`src/rtl/synth_cfg_port.sv`:
```
module synth_cfg_port #(
  parameter int DW         = 24,
  parameter int AW         = 5,
  parameter int TW         = 3,
  parameter int POR_CYCLES = 22500
) (
  input  logic                        clk,
  input  logic                        rst_n,
  input  logic                        sck,
  input  logic                        sen,
  input  logic                        sdi,
  output logic [(1<<AW)*DW-1:0]       reg_bank,
  output logic [1:0]                  mode,
  output logic                        frame_err
);
  localparam int NREGS = 1 << AW;
  localparam int FW    = DW + AW + TW;
  localparam int PW    = $clog2(POR_CYCLES + 1);
  localparam int CW    = $clog2(FW + 2);
  localparam logic [TW-1:0] DEV_TAG = '0;
  localparam logic [1:0] M_NONE = 2'b00, M_OPEN = 2'b01, M_ALT = 2'b10;

  logic [2:0] sck_q, sen_q;
  logic [1:0] sdi_q;
  logic [PW-1:0] por_cnt;
  logic [CW-1:0] bit_cnt;
  logic [FW-1:0] shreg;
  logic          in_frame;
  logic [DW-1:0] bank [NREGS];

  wire sck_rise   = sck_q[1] & ~sck_q[2];
  wire sen_rise   = sen_q[1] & ~sen_q[2];
  wire sen_fall   = sen_q[2] & ~sen_q[1];
  wire por_done   = (por_cnt == PW'(POR_CYCLES));
  wire frame_take = sen_fall & in_frame;
  wire full_len   = (bit_cnt == CW'(FW));
  wire do_write   = frame_take & full_len & (shreg[TW-1:0] == DEV_TAG);
  wire [AW-1:0] wr_idx = shreg[TW +: AW];

  always_ff @(posedge clk or negedge rst_n)
    if (!rst_n) begin
      sck_q <= '0;
      sen_q <= '0;
      sdi_q <= '0;
    end else begin
      sck_q <= {sck_q[1:0], sck};
      sen_q <= {sen_q[1:0], sen};
      sdi_q <= {sdi_q[0], sdi};
    end

  always_ff @(posedge clk or negedge rst_n)
    if (!rst_n) por_cnt <= '0;
    else if (!por_done) por_cnt <= por_cnt + 1'b1;

  always_ff @(posedge clk or negedge rst_n)
    if (!rst_n) mode <= M_NONE;
    else if (mode == M_NONE && por_done) begin
      if (sck_rise)      mode <= M_OPEN;
      else if (sen_rise) mode <= M_ALT;
    end

  always_ff @(posedge clk or negedge rst_n)
    if (!rst_n) begin
      in_frame <= 1'b0;
      bit_cnt  <= '0;
      shreg    <= '0;
    end else if (mode == M_OPEN && sen_rise) begin
      in_frame <= 1'b1;
      bit_cnt  <= '0;
    end else if (frame_take) begin
      in_frame <= 1'b0;
    end else if (in_frame && sck_rise) begin
      shreg <= {shreg[FW-2:0], sdi_q[1]};
      if (bit_cnt != CW'(FW + 1)) bit_cnt <= bit_cnt + 1'b1;
    end

  always_ff @(posedge clk or negedge rst_n)
    if (!rst_n) frame_err <= 1'b0;
    else if (frame_take) frame_err <= ~full_len;

  always_ff @(posedge clk or negedge rst_n)
    if (!rst_n) begin
      for (int i = 0; i < NREGS; i++) bank[i] <= '0;
    end else if (do_write) begin
      bank[wr_idx] <= shreg[FW-1 -: DW];
    end

  for (genvar g = 0; g < NREGS; g++) begin : g_out
    assign reg_bank[g*DW +: DW] = bank[g];
  end
endmodule

```
`config.mk`:
```
export PLATFORM = sky130hd
export DESIGN_NAME = synth_cfg_port
export DESIGN_NICKNAME = d
export VERILOG_FILES = /design/src/rtl/synth_cfg_port.sv
export SDC_FILE = /design/constraint.sdc
export NUM_CORES = 1
export LEC_CHECK = 0
export ABC_AREA = 1
export CAP_MARGIN = 25
export CORE_AREA = 2 2 306 308
export CTS_CLUSTER_SIZE = 12
export DETAILED_ROUTE_END_ITERATION = 12
export DIE_AREA = 0 0 308 310
export DONT_BUFFER_PORTS = 1
export GPL_TIMING_DRIVEN = 0
export HOLD_SLACK_MARGIN = 0.12
export MAX_ROUTING_LAYER = met4
export PLACE_DENSITY_LB_ADDON = 0.2
export SYNTH_ARGS = -nofsm -noshare
export SYNTH_HDL_FRONTEND = slang
export SYNTH_SLANG_ARGS = --single-unit
```
`constraint.sdc`:
```
create_clock -name clk -period 2.7 [get_ports clk]
set_input_delay 0.135 -clock clk [delete_from_list [all_inputs] [get_ports clk]]
set_output_delay 0.135 -clock clk [all_outputs]
set_load 0.01 [all_outputs]
```
Word level (Yosys, flattened, before mapping)
Index checks and enable logic that the tools add are counted.
{"block": "op_classes", "add_sub_neg": 2, "multipliers": 0, "div": 0, "order_cmp": 2, "n_eq_ne": 5, "shifts": 0, "muxes": 11, "n_bitwise": 13, "reduce_logical": 13}
{"op": "bitwise mux 768 bit", "n": 1}
{"op": "demux 24 bit (select 5 bit)", "n": 1}
{"op": "2-to-1 mux 24 bit", "n": 1}
{"op": "2-to-1 mux 6 bit", "n": 4}
{"op": "adder 15 x 1 -> 15 bit, second input constant", "n": 1}
{"op": "== test 15 bit, second input constant", "n": 1}
{"op": "nonzero test 2 bit", "n": 4}
{"op": "adder 6 x 1 -> 6 bit, second input constant", "n": 1}
{"op": "AND 1 bit", "n": 6}
{"op": "== test 6 bit, second input constant", "n": 1}
{"op": "greater-or-equal comparator 6 bit, second input constant", "n": 1}
{"op": "less-than comparator 6 x 1 -> 1 bit, second input constant", "n": 1}
{"op": "inequality test 6 bit, second input constant", "n": 1}
{"op": "inverter 1 bit", "n": 6}
{"op": "inverter 5 -> 6 bit", "n": 1}
{"op": "AND reduction 3 bit", "n": 2}
{"op": "logical AND 1 bit", "n": 4}
{"op": "2-to-1 mux 2 bit", "n": 2}
{"op": "zero test 3 bit", "n": 1}
{"op": "== test 2 x 1 -> 1 bit, second input constant", "n": 1}
{"op": "zero test 2 bit", "n": 1}
{"op": "2-to-1 mux 1 bit", "n": 2}
{"op": "inequality test 2 x 1 -> 1 bit, second input constant", "n": 1}
{"op": "AND reduction 2 bit", "n": 1}
{"block": "totals", "ff_bits": 833, "latchBits": 0, "ramBits": 0, "rom_bits": 0, "inputBits": 5, "out_inout_bits": 771, "elab_cells": 87, "mem_count": 0}

Logic depth before layout (Yosys ltp)
Gate-level depths: netlist of run 1.
{"block": "logic_depth", "ltp_word": 6, "mapped_depth": 10, "mapped_depth_nobuf": 8}

Worst setup path after synthesis of run 1
OpenSTA, ideal clock, no wires.
{"block": "synth_path", "path_kind": "register to register", "start": "register bit_cnt[0]", "end": "register bank (netlist bit reg_bank[175])", "setup_ps": 131, "t_arrival_ps": 1668, "t_required_ps": 2569, "slack_ps": 901, "stages_incl_launch_ff": 11, "n_path_buf": 3, "period_less_slack_ps": 1799, "cell_sequence": "dfrtp_1 inv_1 ha_1 nand4_1 nor2_8 buf_6 nand3_2 buf_2 buf_4 nand2_1 o21ai_1"}
{"block": "synth_via", "elab_chain_len": 3}
{"element": "start: declaration", "line": "26", "rtl": "logic [CW-1:0] bit_cnt;"}
{"element": "start signal: assignment", "line": "74", "rtl": "if (bit_cnt != CW'(FW + 1)) bit_cnt <= bit_cnt + 1'b1;"}
{"element": "== test 6 bit", "line": "36", "rtl": "wire full_len = (bit_cnt == CW'(FW));"}
{"element": "AND 1 bit (2 in series)", "line": "37", "rtl": "wire do_write = frame_take & full_len & (shreg[TW-1:0] == DEV_TAG);"}
{"element": "end signal: indexed assignment", "line": "85", "rtl": "bank[wr_idx] <= shreg[FW-1 -: DW];"}
{"element": "end: declaration", "line": "29", "rtl": "logic [DW-1:0] bank [NREGS];"}
Every way passes these cells.
A chain may end at the register's enable or synchronous reset.

Worst setup path after layout of run 1
{"block": "layout_path", "start": "register bit_cnt[0]", "end": "register bank (netlist bit reg_bank[447])"}
Same word-level chain as after synthesis.

==> flow_summary.toml, run 1 <==
[sta]
max_slew_margin = -1.21
finalCriticalPeriod_ps = 2310
fin_crit_sh = 0.857
fmax_ghz = 0.432
tightestPinTransition_ps = 3310
rsz0062_at_grt = "no"
fin_hold_ws_ps = -814
setup_tns_ps = 0
setup_viol = 0
finClkSkew_ps = 18.3
finalHoldViolations = 833
maxSlewViolCount = 426

[clock_tree]
cts_sinks = 833
cts_hold_buf = 6
ctsResizeCount = 0
cts_tree = "done"
htreeDepth = 3
postCtsSetupBuffers = 0
clockRootBuffer = "clkbuf_16"
clk_latency_ps = 660
clkSlewWorstSetupHoldPaths_ps = 60
cts_buffers = 92
clock_path_buffers = 3

[run]
max_cap_violations = 0

[floorplanning]
start_util = 0.332
rows = 112
io_pins = 776
coreArea_sq_um = 92500
die_h_um = 310
dieArea_sq_um = 95500
die_w_um = 308

[yosys]
synth_area_leaders = "dfrtp_1 (68%), nand2_1 (10%), o21ai_1 (9.0%)"
synth-async-reset-ratio = 1.00
avgSynthCellArea_sq_um = 10.5
yosysMostFrequentCell = "nand2_1"
synthDistinctLibCells = 27
synth_top_area_cell = "dfrtp_1"
ys.warnings.count = 0
synth_ff_type = "dfrtp_1"
yosysTopAreaCellShare = 0.679
syn_nets = 2947
synthTopCellsByCount = "nand2_1 (855), dfrtp_1 (833), o21ai_1 (555)"
ys_ff_latch = 833
mappedNetlistArea_sq_um = 30700
seq_area_frac_synth = 0.679
synth_edf_count = 0
syn-instance-count = 2937

[placed_design]
place_hpwl_mm = 85.3
io_buffers = 0
gp_congestion = 0.846

[pwr]
clock_power_share = 0.498
switching_power_w = 0.00524
vdd_drop_max_mv = 0.394
p_comb_frac = 0
seq_power_share = 0.502
power.share.switching = 0.210
internal_power_w = 0.0197
p_leak_nw = 15.4
p_per_area_nw_per_um2 = 706

[finish]
area_growth_syn_to_layout_pct = 14.8
fillers = 9246
drive_above_1_share = 0.0911
fin_nets = 3049

[drt]
drc = 0
avgViaCountPerCell = 5.07
ant_nets = 0
routed_wl_mm = 117
first_iter_violations = 1769
post_drt_wl_per_cell_um = 27.1
vias = 21800
firstDrtPassIters = 5

[grt]
grt_usage = 0.246
grt_max_degree = 834
antenna_found_initial = 1
grt_pass1_wl_mm = 165
grt_pass1_vias = 21900
grt_overflow = 0

[outcome]
violations = "hold timing, slew limit"
outcome = "complete, but fails checks"

[setup_path]
arrival_ps = 2880
path_class = "register to register"
required_ps = 3270
critPathCaptureType = "register"
critical_path_peak_fanout = 10
startpoint_type = "register"

[worst_hold_path]
hp-class = "input pin to async pin"
[path summary, 6_finish.rpt]
kind / depth (start not counted) / from / end / slack [ps]
setup / recovery: 8 / bit_cnt[0] / reg_bank[447] / 390
hold / removal: 0 / rst_n / reg_bank[240] / -810
setup reg to reg: 8 / bit_cnt[0] / reg_bank[447] / 390
min in group clk: 0 / sck_q[0] / sck_q[1] / 350
hold reg to reg: 0 / sck_q[0] / sck_q[1] / 350
max in group asynchronous: 0 / rst_n / por_cnt[9] / 920
[cell usage in the layout (no fill, tap or decap), drive strengths merged, types with 10 or more instances in the layout]
| master | count |
|---|---|
| buf | 104 |
| o21ai | 799 |
| clkinv | 15 |
| nor2 | 55 |
| clkbuf | 275 |
| xor2 | 14 |
| nand2 | 856 |
| nor3 | 10 |
| inv | 62 |
| dfrtp | 833 |
| nand3 | 54 |
[critical path, stage by stage (launching register included)]
cell	delay, ps
dfrtp_1	420
inv_1	100
ha_1	150
nand4_1	230
nor2_8	250
buf_12	170
nand3_2	190
clkbuf_1	440
o21ai_1	260
[area by class of cell]
class	instances	area, sq um	share of cell area
Sequential cell	833	20800	0.591
Multi-Input combinational cell	1803	8190	0.232
Clock buffer	133	2680	0.0760
Tap cell	1197	1500	0.0425
Buffer	244	1480	0.0418
Clock inverter	29	277	0.00784
Inverter	57	214	0.00607
Timing Repair Buffer	8	90.1	0.00255
Antenna cell	2	5.00	0.000142
[layer usage]
layer,part of all wire,track usage
met1,0.39,0.284
met5,0,-
met2,0.48,0.393
met3,0.10,0.0922
met4,0.035,0.0901
[logic make-up (layout without fill, tap and decap cells)]
group                      Yosys count  in the layout  share of synthesized area
buffers and inverters              301            471                     0.0550
xor gates and xnor gates            16             16                    0.00456
DFF                                833            833                      0.679
adders and majority gates            5              5                    0.00204
other                                0              2                          0
AOI/OAI and AO/OA                  801            801                      0.131
and+or+nand+nor                    981            981                      0.129
[power groups by stage]
stage / logic (W) / clock network (W) / registers, W
2_1_floorplan: 0.00000312 / 0 / 0.0127
3_3_place_gp: 0.00000361 / 0 / 0.0127
3_5_place_dp: 0.00000360 / 0 / 0.0127
4_1_cts: 0.0000118 / 0.0127 / 0.0125
5_1_grt: 0.0000127 / 0.0132 / 0.0125
6_report: 0.0000116 / 0.0124 / 0.0125
[state kept, by name, indices dropped and copies added (netlist names)]
register   count
in_frame       1
sdi_q          2
reg_bank     768
por_cnt       15
shreg         32
frame_err      1
bit_cnt        6
sen_q          3
sck_q          3
mode           2
[metrics by stage]
step | setup slack, ps | instances | total power (W) | instance area [sq um] | utilization
CTS | 290 | 4304 | 0.0252 | 35300 | 0.381
finish | 386 | 4306 | 0.0249 | 35300 | 0.381
detailed placement | 317 | 4136 | 0.0127 | 32200 | 0.349
global placement | 304 | 4134 | 0.0127 | 32200 | 0.348
global route | 178 | 4304 | 0.0257 | 35300 | 0.381
floorplan | 901 | 2937 | 0.0127 | 30700 | -
Power figures use the tool's default switching activity.
==> run 2, diff against run 1 <==
CORE_AREA = 2 2 303 305   (was 2 2 306 308)
DIE_AREA = 0 0 305 307   (was 0 0 308 310)
==> flow_summary.toml, run 2 (synthesis results as in run 1) <==
[clock_tree]
cts_hold_buf = 6
clockRootBuffer = "clkbuf_16"
cts_tree = "done"
htreeDepth = 3
clock_path_buffers = 3
clkSlewWorstSetupHoldPaths_ps = 60
postCtsSetupBuffers = 0
cts_sinks = 833
clk_latency_ps = 660
ctsResizeCount = 0
cts_buffers = 93

[setup_path]
crit_buf_inv = 3
slowest_delay_ps = 680
startpoint_type = "register"
required_ps = 3180
arrival_ps = 2840
cp_cell_sequence = "inv_1 > ha_1 > nand4_1 > nor2_8 > buf_8 > nand3_2 > clkbuf_1 > o21ai_0"
critPathCaptureType = "register"
cp.depth = 8
critical_path_peak_fanout = 10
ff2ff_path_depth = 8
critPathTopFamily = "buffers and inverters"
cp_slowest_cell = "clkbuf_1"
path_class = "register to register"

[drt]
avgViaCountPerCell = 5.11
vias = 22000
firstDrtPassIters = 5
post_drt_wl_per_cell_um = 27.3
first_iter_violations = 1774
routed_wl_mm = 117
drc = 0
ant_nets = 0

[sta]
finClkSkew_ps = 24.1
max_slew_margin = -0.0337
setup_viol = 0
rsz0062_at_grt = "no"
tightestPinTransition_ps = 1550
fin_hold_ws_ps = -831
finalCriticalPeriod_ps = 2350
fin_crit_sh = 0.872
finalHoldViolations = 308
fmax_ghz = 0.425
setup_tns_ps = 0
maxSlewViolCount = 154

[run]
max_cap_violations = 0

[floorplanning]
die_w_um = 305
coreArea_sq_um = 90700
io_pins = 776
dieArea_sq_um = 93600
die_h_um = 307
start_util = 0.339
rows = 111

[pwr]
vdd_drop_max_mv = 0.398
p_total_w = 0.0256
p_per_area_nw_per_um2 = 720
p_leak_nw = 15.5

[finish]
final_cell_mix = "nand2_1 (855), dfrtp_1 (833), o21ai_1 (555)"
largest_reg_flops = 768
final_cell_area_sq_um = 35500
post-route-util = 0.391
drive_above_1_share = 0.0909
area_growth_syn_to_layout_pct = 15.5
fin_nets = 3053
final_common_cell = "nand2_1"

[placed_design]
placed_cell_area_sq_um = 32200
io_buffers = 0
place_hpwl_mm = 85.2
gp_congestion = 0.857

[grt]
grt_pass1_wl_mm = 167
antenna_found_initial = 2
grt_usage = 0.253
grt_overflow = 0
grt_max_degree = 834
grt_pass1_vias = 21700

[worst_hold_path]
hp-class = "input pin to async pin"

[outcome]
violations = "hold timing, slew limit"
outcome = "complete, but fails checks"
==> run 2: cell count changes in the layout (fill, tap and decap cells not counted) <==
cell        change
clkbuf_1        +7
clkinv_2        -5
buf_16          +4
clkinvlp_4      -4
clkbuf_8        +3
bufinv_16       +2
inv_6           -2
buf_8           -1
clkinv_16       +1
clkinv_8        +1
diode_2         -1
inv_16          +1
==> run 2: stage by stage <==
step / hold WS, ps / std cells / setup slack, ps
after floorplan: -161 / 2937 / 901
after global routing: -877 / 4300 / 66.6
after global placement: -139 / 4123 / 368
after CTS: -871 / 4296 / 323
after detailed placement: -142 / 4124 / 354
final: -831 / 4301 / 346
==> run 2: final timing paths <==
kind                            slack, ps       start             to
worst max register to register        350  bit_cnt[0]  reg_bank[477]
worst min register to register        350    sck_q[0]       sck_q[1]
worst min-delay path                 -830       rst_n  reg_bank[643]
max in group asynchronous             360       rst_n  reg_bank[150]
worst max-delay path                  350  bit_cnt[0]  reg_bank[477]
min in group clk                      350    sck_q[0]       sck_q[1]
==> run 2: area by class of cell <==
class                           instances  area, sq um
Buffer                                244         1480
Inverter                               57          214
Clock buffer                          143         2750
Multi-Input combinational cell       1803         8190
Antenna cell                            1         2.50
Fill cell                            9062        55200
Tap cell                             1186         1480
Sequential cell                       833        20800
Clock inverter                         23          330
Timing Repair Buffer                   11          185
==> run 2: routing by layer <==
| layer | routed length (um) | vias to the layer above | track usage |
|---|---|---|---|
| met5 | 0 | - | - |
| met4 | 2870 | 0 | 0.0675 |
| met3 | 10500 | 160 | 0.0833 |
| met2 | 57300 | 855 | 0.410 |
| met1 | 46700 | 11200 | 0.303 |
| li1 | - | 9820 | - |
==> run 2: worst register-to-register path, delay by kind of cell (launching register included) <==
kind | cells | cell delay [ps]
adder cells (fa/ha/maj) | 1 | 210
flip-flops | 1 | 410
AO/OA/AOI/OAI | 1 | 230
buffers and inverters | 3 | 920
AND/OR/NAND/NOR | 3 | 420
==> run 2: where the power goes <==
part	total, W	switching [W]	internal (W)
sequential	0.0125	0.00000293	0.0125
clock	0.0128	0.00529	0.00750
combinational	0.000266	0.000242	0.0000234
